### config.mk
export PLATFORM = sky130hd
export DESIGN_NAME = fecc_engine
export DESIGN_NICKNAME = d
export VERILOG_FILES = /design/src/rtl/fecc_pkg.sv /design/src/rtl/fecc_accum.sv /design/src/rtl/fecc_classify.sv /design/src/rtl/fecc_sector_ram.sv /design/src/rtl/fecc_engine.sv
export SDC_FILE = /design/constraint.sdc
export NUM_CORES = 2
export LEC_CHECK = 0
export ABC_CLOCK_PERIOD_IN_PS = 4400
export BUFFER_PORTS_ARGS = -buffer_cell sky130_fd_sc_hd__buf_2
export CORE_UTILIZATION = 30
export CTS_CLUSTER_DIAMETER = 40
export DETAILED_ROUTE_END_ITERATION = 6
export SYNTH_ARGS = -nofsm -noshare
export SYNTH_HDL_FRONTEND = slang
export SYNTH_MEMORY_MAX_BITS = 65536
export SYNTH_SLANG_ARGS = --single-unit
### constraint.sdc
create_clock -name clk -period 4.4 [get_ports clk]
set_input_delay 0.88 -clock clk [delete_from_list [all_inputs] [get_ports clk]]
set_output_delay 0.88 -clock clk [all_outputs]
set_load 0.03 [all_outputs]
### src/rtl/fecc_pkg.sv
package fecc_pkg;
  typedef enum logic [1:0] {
    ST_CLEAN   = 2'b00,
    ST_FIXED   = 2'b01,
    ST_FATAL   = 2'b10,
    ST_INVALID = 2'b11
  } ecc_status_e;

  typedef enum logic [1:0] {
    PH_IDLE = 2'd0,
    PH_RECV = 2'd1,
    PH_EVAL = 2'd2,
    PH_SEND = 2'd3
  } phase_e;
endpackage

### src/rtl/fecc_accum.sv
// Running check-bit accumulator for one protected region.
module fecc_accum #(
  parameter int DATA_W = 16,
  parameter int AW     = 12
) (
  input  logic                             clk,
  input  logic                             rst_n,
  input  logic                             clear_i,
  input  logic                             en_i,
  input  logic [AW-$clog2(DATA_W)-1:0]     widx_i,
  input  logic [DATA_W-1:0]                data_i,
  output logic [2*AW-1:0]                  code_o
);
  localparam int LW = $clog2(DATA_W);
  localparam int WI = AW - LW;
  localparam int EW = 2 * AW;

  // Contribution of one word: each set bit toggles one bit of every pair.
  function automatic logic [EW-1:0] word_code(input logic [DATA_W-1:0] d,
                                               input logic [WI-1:0] w);
    logic [EW-1:0] c;
    logic [AW-1:0] idx;
    c = '0;
    for (int j = 0; j < DATA_W; j++) begin
      idx = {w, LW'(j)};
      if (d[j]) begin
        for (int k = 0; k < AW; k++) begin
          c[2*k+1] = c[2*k+1] ^ idx[k];
          c[2*k]   = c[2*k]   ^ ~idx[k];
        end
      end
    end
    return c;
  endfunction

  logic [EW-1:0] code_q;
  logic [EW-1:0] contrib;

  assign contrib = en_i ? word_code(data_i, widx_i) : '0;

  always_ff @(posedge clk or negedge rst_n) begin
    if (!rst_n)              code_q <= '0;
    else if (clear_i || en_i) code_q <= (clear_i ? '0 : code_q) ^ contrib;
  end

  assign code_o = code_q;
endmodule

### src/rtl/fecc_classify.sv
// Syndrome decoder: clean, single correctable, check-bit only, or fatal.
module fecc_classify
  import fecc_pkg::*;
#(
  parameter int AW = 12
) (
  input  logic [2*AW-1:0] syn_i,
  output ecc_status_e     status_o,
  output logic [AW-1:0]   pos_o,
  output logic            fix_o
);
  logic [AW-1:0] hi;
  logic [AW-1:0] lo;
  logic          split;

  for (genvar g = 0; g < AW; g++) begin : g_pair
    assign hi[g] = syn_i[2*g+1];
    assign lo[g] = syn_i[2*g];
  end

  assign split = &(hi ^ lo);

  always_comb begin
    status_o = ST_CLEAN;
    pos_o    = '0;
    fix_o    = 1'b0;
    if (syn_i != '0) begin
      if (split) begin
        status_o = ST_FIXED;
        pos_o    = hi;
        fix_o    = 1'b1;
      end else if ($countones(syn_i) == 1) begin
        status_o = ST_FIXED;
      end else begin
        status_o = ST_FATAL;
      end
    end
  end
endmodule

### src/rtl/fecc_sector_ram.sv
// Sector store: one write port, one combinational read port.
module fecc_sector_ram #(
  parameter int DATA_W = 16,
  parameter int DEPTH  = 264
) (
  input  logic                     clk,
  input  logic                     we_i,
  input  logic [$clog2(DEPTH)-1:0] waddr_i,
  input  logic [DATA_W-1:0]        wdata_i,
  input  logic [$clog2(DEPTH)-1:0] raddr_i,
  output logic [DATA_W-1:0]        rdata_o
);
  logic [DATA_W-1:0] mem [DEPTH];

  always_ff @(posedge clk) begin
    if (we_i) mem[waddr_i] <= wdata_i;
  end

  assign rdata_o = mem[raddr_i];
endmodule

### src/rtl/fecc_engine.sv
module fecc_engine
  import fecc_pkg::*;
#(
  parameter int DATA_W      = 16,
  parameter int MAIN_WORDS  = 256,
  parameter int SPARE_WORDS = 8,
  parameter int SPARE_FIRST = 1,
  parameter int SPARE_COUNT = 2,
  localparam int LW         = $clog2(DATA_W),
  localparam int MAIN_AW    = $clog2(MAIN_WORDS) + LW,
  localparam int SPARE_AW   = $clog2(SPARE_COUNT) + LW,
  localparam int MAIN_EW    = 2 * MAIN_AW,
  localparam int SPARE_EW   = 2 * SPARE_AW
) (
  input  logic                clk,
  input  logic                rst_n,
  input  logic                cfg_bypass_i,
  input  logic                op_load_i,
  input  logic                in_valid_i,
  input  logic                in_sop_i,
  input  logic                in_eop_i,
  input  logic [DATA_W-1:0]   in_data_i,
  input  logic [MAIN_EW-1:0]  stored_main_ecc_i,
  input  logic [SPARE_EW-1:0] stored_spare_ecc_i,
  output logic                busy_o,
  output logic                out_valid_o,
  output logic                out_sop_o,
  output logic                out_eop_o,
  output logic [DATA_W-1:0]   out_data_o,
  output logic                ecc_valid_o,
  output logic [MAIN_EW-1:0]  ecc_main_o,
  output logic [SPARE_EW-1:0] ecc_spare_o,
  output logic                result_valid_o,
  output logic [1:0]          main_status_o,
  output logic [MAIN_AW-1:0]  main_pos_o,
  output logic [1:0]          spare_status_o,
  output logic [SPARE_AW-1:0] spare_pos_o
);
  localparam int SECTOR_WORDS = MAIN_WORDS + SPARE_WORDS;
  localparam int IW           = $clog2(SECTOR_WORDS);
  localparam int SPARE_BASE   = MAIN_WORDS + SPARE_FIRST;

  phase_e phase_q;
  logic [IW-1:0] cnt_q, rd_q;

  // Named internal events, used by the bound checker.
  logic                accept, evt_eval, evt_last;
  logic                lat_load, lat_byp;
  logic [MAIN_EW-1:0]  lat_sm;
  logic [SPARE_EW-1:0] lat_ss;

  logic [IW-1:0] wr_idx, spare_rel;
  logic          is_main, is_prot;

  assign accept    = in_valid_i && ((phase_q == PH_IDLE && in_sop_i) || phase_q == PH_RECV);
  assign wr_idx    = in_sop_i ? '0 : cnt_q;
  assign is_main   = wr_idx < IW'(MAIN_WORDS);
  assign spare_rel = wr_idx - IW'(SPARE_BASE);
  assign is_prot   = (wr_idx >= IW'(SPARE_BASE)) && (spare_rel < IW'(SPARE_COUNT));
  assign evt_eval  = (phase_q == PH_EVAL);
  assign evt_last  = (phase_q == PH_SEND) && (rd_q == IW'(SECTOR_WORDS - 1));

  // Check-bit accumulators.
  logic [MAIN_EW-1:0]  code_main;
  logic [SPARE_EW-1:0] code_spare;

  fecc_accum #(.DATA_W(DATA_W), .AW(MAIN_AW)) u_acc_main (
    .clk(clk), .rst_n(rst_n),
    .clear_i(accept && in_sop_i),
    .en_i(accept && is_main && !cfg_bypass_i),
    .widx_i(wr_idx[MAIN_AW-LW-1:0]),
    .data_i(in_data_i),
    .code_o(code_main)
  );

  fecc_accum #(.DATA_W(DATA_W), .AW(SPARE_AW)) u_acc_spare (
    .clk(clk), .rst_n(rst_n),
    .clear_i(accept && in_sop_i),
    .en_i(accept && is_prot && !cfg_bypass_i),
    .widx_i(spare_rel[SPARE_AW-LW-1:0]),
    .data_i(in_data_i),
    .code_o(code_spare)
  );

  // Syndrome classification.
  ecc_status_e         m_st, s_st;
  logic [MAIN_AW-1:0]  m_pos;
  logic [SPARE_AW-1:0] s_pos;
  logic                m_fix, s_fix;

  fecc_classify #(.AW(MAIN_AW)) u_cls_main (
    .syn_i(lat_sm ^ code_main), .status_o(m_st), .pos_o(m_pos), .fix_o(m_fix)
  );

  fecc_classify #(.AW(SPARE_AW)) u_cls_spare (
    .syn_i(lat_ss ^ code_spare), .status_o(s_st), .pos_o(s_pos), .fix_o(s_fix)
  );

  // Sector store.
  logic [DATA_W-1:0] rd_data;

  fecc_sector_ram #(.DATA_W(DATA_W), .DEPTH(SECTOR_WORDS)) u_ram (
    .clk(clk), .we_i(accept), .waddr_i(wr_idx), .wdata_i(in_data_i),
    .raddr_i(rd_q), .rdata_o(rd_data)
  );

  // Correction mask for the word being played back.
  logic              fix_main_q, fix_spare_q;
  logic              main_hit, spare_hit;
  logic [DATA_W-1:0] fix_mask;

  assign main_hit  = fix_main_q && (rd_q == IW'(main_pos_o[MAIN_AW-1:LW]));
  assign spare_hit = fix_spare_q &&
                     (rd_q == IW'(SPARE_BASE) + IW'(spare_pos_o[SPARE_AW-1:LW]));
  assign fix_mask  = (main_hit  ? (DATA_W'(1) << main_pos_o[LW-1:0])  : '0) |
                     (spare_hit ? (DATA_W'(1) << spare_pos_o[LW-1:0]) : '0);

  // Sequencing.
  always_ff @(posedge clk or negedge rst_n) begin
    if (!rst_n) begin
      phase_q  <= PH_IDLE;
      cnt_q    <= '0;
      rd_q     <= '0;
      lat_load <= 1'b0;
      lat_byp  <= 1'b0;
      lat_sm   <= '0;
      lat_ss   <= '0;
    end else begin
      if (accept) cnt_q <= wr_idx + IW'(1);
      unique case (phase_q)
        PH_IDLE: if (accept) phase_q <= in_eop_i ? PH_EVAL : PH_RECV;
        PH_RECV: if (accept && in_eop_i) phase_q <= PH_EVAL;
        PH_EVAL: begin
          phase_q <= PH_SEND;
          rd_q    <= '0;
        end
        PH_SEND: begin
          rd_q <= rd_q + IW'(1);
          if (evt_last) phase_q <= PH_IDLE;
        end
      endcase
      if (accept && in_eop_i) begin
        lat_load <= op_load_i;
        lat_byp  <= cfg_bypass_i;
        lat_sm   <= stored_main_ecc_i;
        lat_ss   <= stored_spare_ecc_i;
      end
    end
  end

  // Result and code outputs.
  always_ff @(posedge clk or negedge rst_n) begin
    if (!rst_n) begin
      ecc_valid_o    <= 1'b0;
      ecc_main_o     <= '0;
      ecc_spare_o    <= '0;
      result_valid_o <= 1'b0;
      main_status_o  <= ST_CLEAN;
      spare_status_o <= ST_CLEAN;
      main_pos_o     <= '0;
      spare_pos_o    <= '0;
      fix_main_q     <= 1'b0;
      fix_spare_q    <= 1'b0;
    end else begin
      ecc_valid_o    <= 1'b0;
      result_valid_o <= 1'b0;
      if (evt_eval) begin
        fix_main_q  <= 1'b0;
        fix_spare_q <= 1'b0;
        if (lat_load || !lat_byp) begin
          ecc_valid_o <= 1'b1;
          ecc_main_o  <= lat_load ? lat_sm : code_main;
          ecc_spare_o <= lat_load ? lat_ss : code_spare;
        end
        if (lat_load) begin
          result_valid_o <= 1'b1;
          if (lat_byp) begin
            main_status_o  <= ST_INVALID;
            spare_status_o <= ST_INVALID;
            main_pos_o     <= '0;
            spare_pos_o    <= '0;
          end else begin
            main_status_o  <= m_st;
            spare_status_o <= s_st;
            main_pos_o     <= m_pos;
            spare_pos_o    <= s_pos;
            fix_main_q     <= m_fix;
            fix_spare_q    <= s_fix;
          end
        end
      end
    end
  end

  // Playback.
  always_ff @(posedge clk or negedge rst_n) begin
    if (!rst_n) begin
      out_valid_o <= 1'b0;
      out_sop_o   <= 1'b0;
      out_eop_o   <= 1'b0;
      out_data_o  <= '0;
    end else begin
      out_valid_o <= (phase_q == PH_SEND);
      out_sop_o   <= (phase_q == PH_SEND) && (rd_q == '0);
      out_eop_o   <= evt_last;
      if (phase_q == PH_SEND) out_data_o <= rd_data ^ fix_mask;
    end
  end

  assign busy_o = (phase_q != PH_IDLE) || out_valid_o;
endmodule

---- Word-level counts from Yosys, hierarchy flattened ----
Memory sizes are Yosys's and may differ from the RTL's.
Cells that the tools add are included.
Widths: inputs -> output; s select.
storage, ports and cells
  flip-flop bits (word level) ............. 168
  RAM bits ................................ 4224
  input port bits ......................... 57
  output and inout bits ................... 77
  word-level logic and storage cells ...... 589
  memories kept ........................... 1
cells by class
  add/sub/neg operators ................... 36
  magnitude comparators ................... 3
  eq/ne operators ......................... 11
  shift-type cells ........................ 2
  multiplexer cells ....................... 75
  bitwise gates (word level) .............. 407
  reduce and logical (&&, ||, !) cells .... 31
memory list
  name       depth  bits a word  read ports  clocked after Yosys merged registers in  write ports  line                   text
  u_ram.mem  264    16           1           0                                        1            fecc_sector_ram.sv:13  logic [DATA_W-1:0] mem [DEPTH];
operators by type and width
  cell                  number
  $add 32x32->32        15
  $mux 24               19
  $xor 1x1->1           270
  $mux 10               19
  $not 1->1             129
  $eq 32x2->1 const B   2
  $xor 24x24->24        2
  $mux 12               3
  $add 1x1->2           17
  $mux 16               2
  $shl 1x4->16 const A  2
  $mux 2                12
  $reduce_bool 24->1    1
  $xor 10x10->10        2
  $add 9x1->9 const B   2
  $pmux 9 s2            1
  $or 16x16->16         1
  $xor 16x16->16        1
  $mux 5                3
  $mux 1                14
  $logic_and 1x1->1     13
  $reduce_and 12->1     1
  $xor 12x12->12        1
  $reduce_bool 10->1    1
  other kinds (23)      32

---- Longest topological paths before layout ----
  word-level depth ........................ 36
  depth in mapped cells ................... 18
  mapped depth without buffers ............ 18

---- Hierarchy ----
Synthesis repeated with hierarchy kept, for this count alone.
second synthesis, totals
  cell total of the unflattened synthesis .. 8606
  area total of the unflattened synthesis .. 173262.4 sq um
modules (own cells, without submodules)
  module                        instances  cells each  area each (sq um)  seq. area each (sq um)
  fecc_sector_ram               1          7497        162565.9           126841.7
  fecc_engine                   1          730         7136.8             3353.2
  fecc_accum at u_acc_main      1          146         1467.7             600.6
  fecc_classify at u_cls_main   1          111         952.2              0.0
  fecc_accum at u_acc_spare     1          75          763.2              250.2
  fecc_classify at u_cls_spare  1          47          376.6              0.0

---- Worst setup path after synthesis ----
OpenSTA, ideal clock, no wires.
  path kind ............................... register -> register
  start point ............................. reg u_acc_main.code_q[21] (netlist: u_acc_main.code_o[21])
  end point ............................... reg main_status_o[1]
  setup time .............................. 119 ps
  data arrival time ....................... 4743 ps
  data required time ...................... 4281 ps
  path slack .............................. -462 ps
  stages on the path, launching flop included .. 16
  buffers on the path ..................... 0
  clock period less this slack ............ 4862 ps
  path through ............................ dfrtp_1 xor2_1 ha_1 inv_1 fa_1 inv_1 fa_1 fa_1 fa_1 fa_1 ha_1 fa_1 nor4_1 a41o_1 o211ai_1 o21a_1
on the way
  longest elaborated chain between the ends .. 10
  elaborated cells between the ends (all ways) .. 13
  classes of those cells .................. add/sub: 4; eq/ne: 1; mux: 4; bitwise: 2; reduce/logical: 2
RTL lines
  what                                                line                 text
  start, declared                                     fecc_accum.sv:36     logic [EW-1:0] code_q;
  start signal, assigned                              fecc_accum.sv:43     else if (clear_i || en_i) code_q <= (clear_i ? '0 : code_q) ^ contrib;
  $xor 24x24->24 *                                    fecc_engine.sv:92    .syn_i(lat_sm ^ code_main), .status_o(m_st), .pos_o(m_pos), .fix_o(m_fix)
  $add 1x1->2 (not written as such)                   fecc_classify.sv:32  end else if ($countones(syn_i) == 1) begin
  $add 32x32->32 (not written as such) (3 in series)  fecc_classify.sv:32
  $eq 32x2->1                                         fecc_classify.sv:32
  $mux 2                                              fecc_classify.sv:32
  $mux 2                                              fecc_classify.sv:28  if (split) begin
  $mux 2 *                                            fecc_classify.sv:27  if (syn_i != '0) begin
  $mux 2 *                                            fecc_engine.sv:177   if (lat_byp) begin
  end signal, assigned                                fecc_engine.sv:183   main_status_o <= m_st;
  end, declared                                       fecc_engine.sv:34    output logic [1:0] main_status_o,
Mark *: on every way between the ends. The rest lies on a longest branch, timed or not.
A chain may end at the register's enable or synchronous reset.

---- Worst setup path after layout ----
  start point ............................. reg u_acc_main.code_q[3] (netlist: u_acc_main.code_o[3])
  end point ............................... reg main_status_o[1]
on the way
  longest elaborated chain between the ends .. 11
  elaborated cells between the ends (all ways) .. 14
  classes of those cells .................. add/sub: 5; eq/ne: 1; mux: 4; bitwise: 2; reduce/logical: 2
RTL lines
  what                                                line
  $xor 24x24->24 *                                    fecc_engine.sv:92
  $add 1x1->2 (not written as such)                   fecc_classify.sv:32
  $add 32x32->32 (not written as such) (4 in series)  fecc_classify.sv:32
  $eq 32x2->1                                         fecc_classify.sv:32
  $mux 2                                              fecc_classify.sv:32
  $mux 2                                              fecc_classify.sv:28
  $mux 2 *                                            fecc_classify.sv:27
  $mux 2 *                                            fecc_engine.sv:177
Marked as above.

==> metrics.cfg <==
[pwr]
clkPwrFrac_pct = 34.7
switching_share_pct = 29.8
vdd_drop_max_mv = 2.73
p_sw_mw = 36.3
share_comb_of_total_power_pct = 26.7
p_int_mw = 85.7
p_leak_nw = 66.3
seqPwrFrac_pct = 38.5
cellPowerDensity_nw_per_um2 = 591

[synth]
synthFlopType = edfxtp_1
seq_area_frac_synth_pct = 75.8
yosys_warnings = 0
synth_area_leaders = edfxtp_1, mux4_2, dfrtp_1
ys_seq_elements = 4392
yosysTopAreaCell = edfxtp_1
synth_cell_types = 86
synth.net_count = 8382
synthArstFlopShare_pct = 3.83
synth_top_area_share_pct = 73.4
syn-instance-count = 8247
synth-edff-count = 4224
synth_area_sq_um = 173000
avgSynthCellArea_sq_um = 21.0

[drt]
routedWlPerCell_um = 30.3
vias_per_cell = 5.29
drtIter0Drc = 12700
drt_pass1_iterations = 7
drc = 1
ant_nets = 0
num_vias = 91700
wirelength_um = 526000

[cts]
root_buffer = clkbuf_16
cts_tree = yes
cts_buffers = 519
clock_path_buffers = 4
clock_latency_ns = 1.06
clk_pin_slew_worst_paths_ns = 0.06
cts.htree.levels = 6
clock_sinks = 4392

[cells_and_area]
instances_no_fill = 17400
syn_to_final_growth_pct = 19.3
fin_util_pct = 36.0
ff_latch_area_sq_um = 131000
multiInputGateArea_sq_um = 39100
final_cell_mix = edfxtp_1, mux4_2, buf_4
final_common_cell = edfxtp_1
final_cell_area_sq_um = 206000
fillers = 52100
layout-drive-gt1-share_pct = 32.2
num-nets-final = 9508

[sta]
fin_crit_sh_pct = 111
setup_viol = 2
maxSlewViolCount = 0
period_minus_slack_ns = 4.87
fin_tns_setup_ns = -0.872
grt_setup_unrepaired = yes
slew-limit-headroom_pct = 0.577
hold_viol = 0
worst_slew_pin_slew_ns = 1.49
max_freq_mhz = 205
timing.final.ws_setup_ns = -0.467
fin_skew_ns = 0.0553

[global_route]
grt-ovfl-total = 0
grt_pass1_wl_um = 729000
grt_use_met3_pct = 3.99
grt_pass1_vias = 91700
antenna_found_initial = 32
grt_busiest_layer = met2
grt_max_degree = 194
met1_usage_pct = 23.5
grtUsageMet2_pct = 27.5
grtUsageTotal_pct = 17.6

[floorplanning]
die_h_um = 761
start_util_pct = 30.1
num_rows = 278
dieWidth_um = 761
io_pins = 134
coreArea_sq_um = 574000
die_area_sq_um = 579000

[place]
dp.cells = 16400
dp_hpwl_um = 340000
gp_congestion = 0.889
io_buffers = 133
postPlaceCellArea_sq_um = 189000

[run]
max_cap_violations = 1

[setup_path]
regToRegEndpoint = main_status_o[1]
worstPathArrival_ns = 5.83
reg2reg_depth = 15
max_stage_delay_ns = 0.57
cp_top_family = adder cells
cp-end-kind = flop
slowest_stage = fa_2
rrSetupSlack_ns = -0.47
critPathRequiredTime_ns = 5.37
cp_max_fo = 2
worst_path_most_repeated_cell = fa_1
path_buf_inv = 2
rr_startpoint = u_acc_main.code_o[3]
path_cells = xor2_1, ha_1, fa_1, inv_1, fa_1, fa_1, fa_1, inv_2, fa_1, ha_2, fa_2, nor4_2, a41o_1, o211ai_1, o21a_1
worstSetupStartpointType = flop
path_class = flop to flop

[outcome]
outcome = finished with violations
failed_checks = DRC, capacitance limit, setup timing

[hold_path]
whs_path_depth = 2
hp-start = stored_spare_ecc_i[7]
hold_path_end = lat_ss[7]
hold_class = input port to flop

final cells by class:
type / instances / area share (%)
repair buffers: 1063 / 4.43
inverters: 110 / 0.206
flip-flops and latches: 4392 / 63.5
multi-input cells: 3287 / 19.0
diodes: 19 / 0.0230
clock buffers: 601 / 6.55
well taps: 7560 / 4.59
clock inverters: 324 / 1.70
registers in the layout (all words and copies together), names as in the netlist, 10 cells and up:
register,count
lat_ss,10
ecc_spare_o,10
out_data_o,16
u_ram.mem,4224
main_pos_o,12
lat_sm,24
ecc_main_o,24
u_acc_main.code_o,24
u_acc_spare.code_o,10
per-stage QoR:
stage               hold WS [ns]  setup WS, ns  power, mW
floorplan                  0.442        -0.193       68.7
global placement           0.459        -0.622       79.7
detailed placement         0.458        -0.517       79.8
CTS                      0.00286        -0.484        123
global route              0.0492        -0.587        126
finish                    0.0723        -0.467        122
cell families after synthesis:
| kind of cell | Yosys count | synth area share (%) |
|---|---|---|
| buffers and inverters | 568 | 1.88 |
| xor gates and xnor gates | 122 | 0.618 |
| adders and majority gates | 78 | 0.673 |
| DFF | 4392 | 75.8 |
| and+or+nand+nor | 1054 | 2.68 |
| AOI/OAI and AO/OA | 662 | 2.66 |
| muxes | 1371 | 15.7 |
cells in the mapped netlist (74+ instances only):
cell type  instances
mux4_2          1052
mux2i_1          251
clkbuf_1         183
buf_2            101
edfxtp_1        4224
nor2_1           361
o21ai_0          117
dfrtp_1          168
inv_1            107
a22oi_1          119
nand3_1           90
xor2_1            74
nand2_1          388
a21oi_1           91
worst max-delay path by stage:
stage	from	to	slack, ns	depth (start not counted)
floorplan	lat_sm[21]	main_status_o[1]	-0.19	15
global placement	u_acc_main.code_o[20]	main_status_o[1]	-0.62	19
detailed placement	u_acc_main.code_o[20]	main_status_o[1]	-0.52	16
CTS	lat_sm[5]	main_status_o[1]	-0.48	17
global route	lat_sm[5]	main_status_o[1]	-0.59	18
finish	u_acc_main.code_o[3]	main_status_o[1]	-0.47	15
power by group through the flow:
stage	Sequential (mW)	Clock [mW]	Combinational (mW)
after global placement	47.8	0	31.8
after global routing	47.1	44.5	34.4
after detailed placement	47.9	0	32.0
after CTS	47.0	42.9	32.7
after floorplan	48.1	0	20.6
final	47.0	42.4	32.6
timing repair:
action / CTS / global route
gates resized for setup: 12 / 4
endpoints found under the hold margin: 79 / 0
hold buffers: 2 / 0
pin swaps: 5 / 5
endpoints found under the setup margin: 4 / 4
buffers inserted: 2 / 2
routing by layer:
layer,vias up,routed length [um]
li1,36500,-
met1,48900,203000
met2,5354,243000
met3,971,54500
met4,8,25900
met5,-,49
Note: power is estimated with default switching activity, not from simulation.
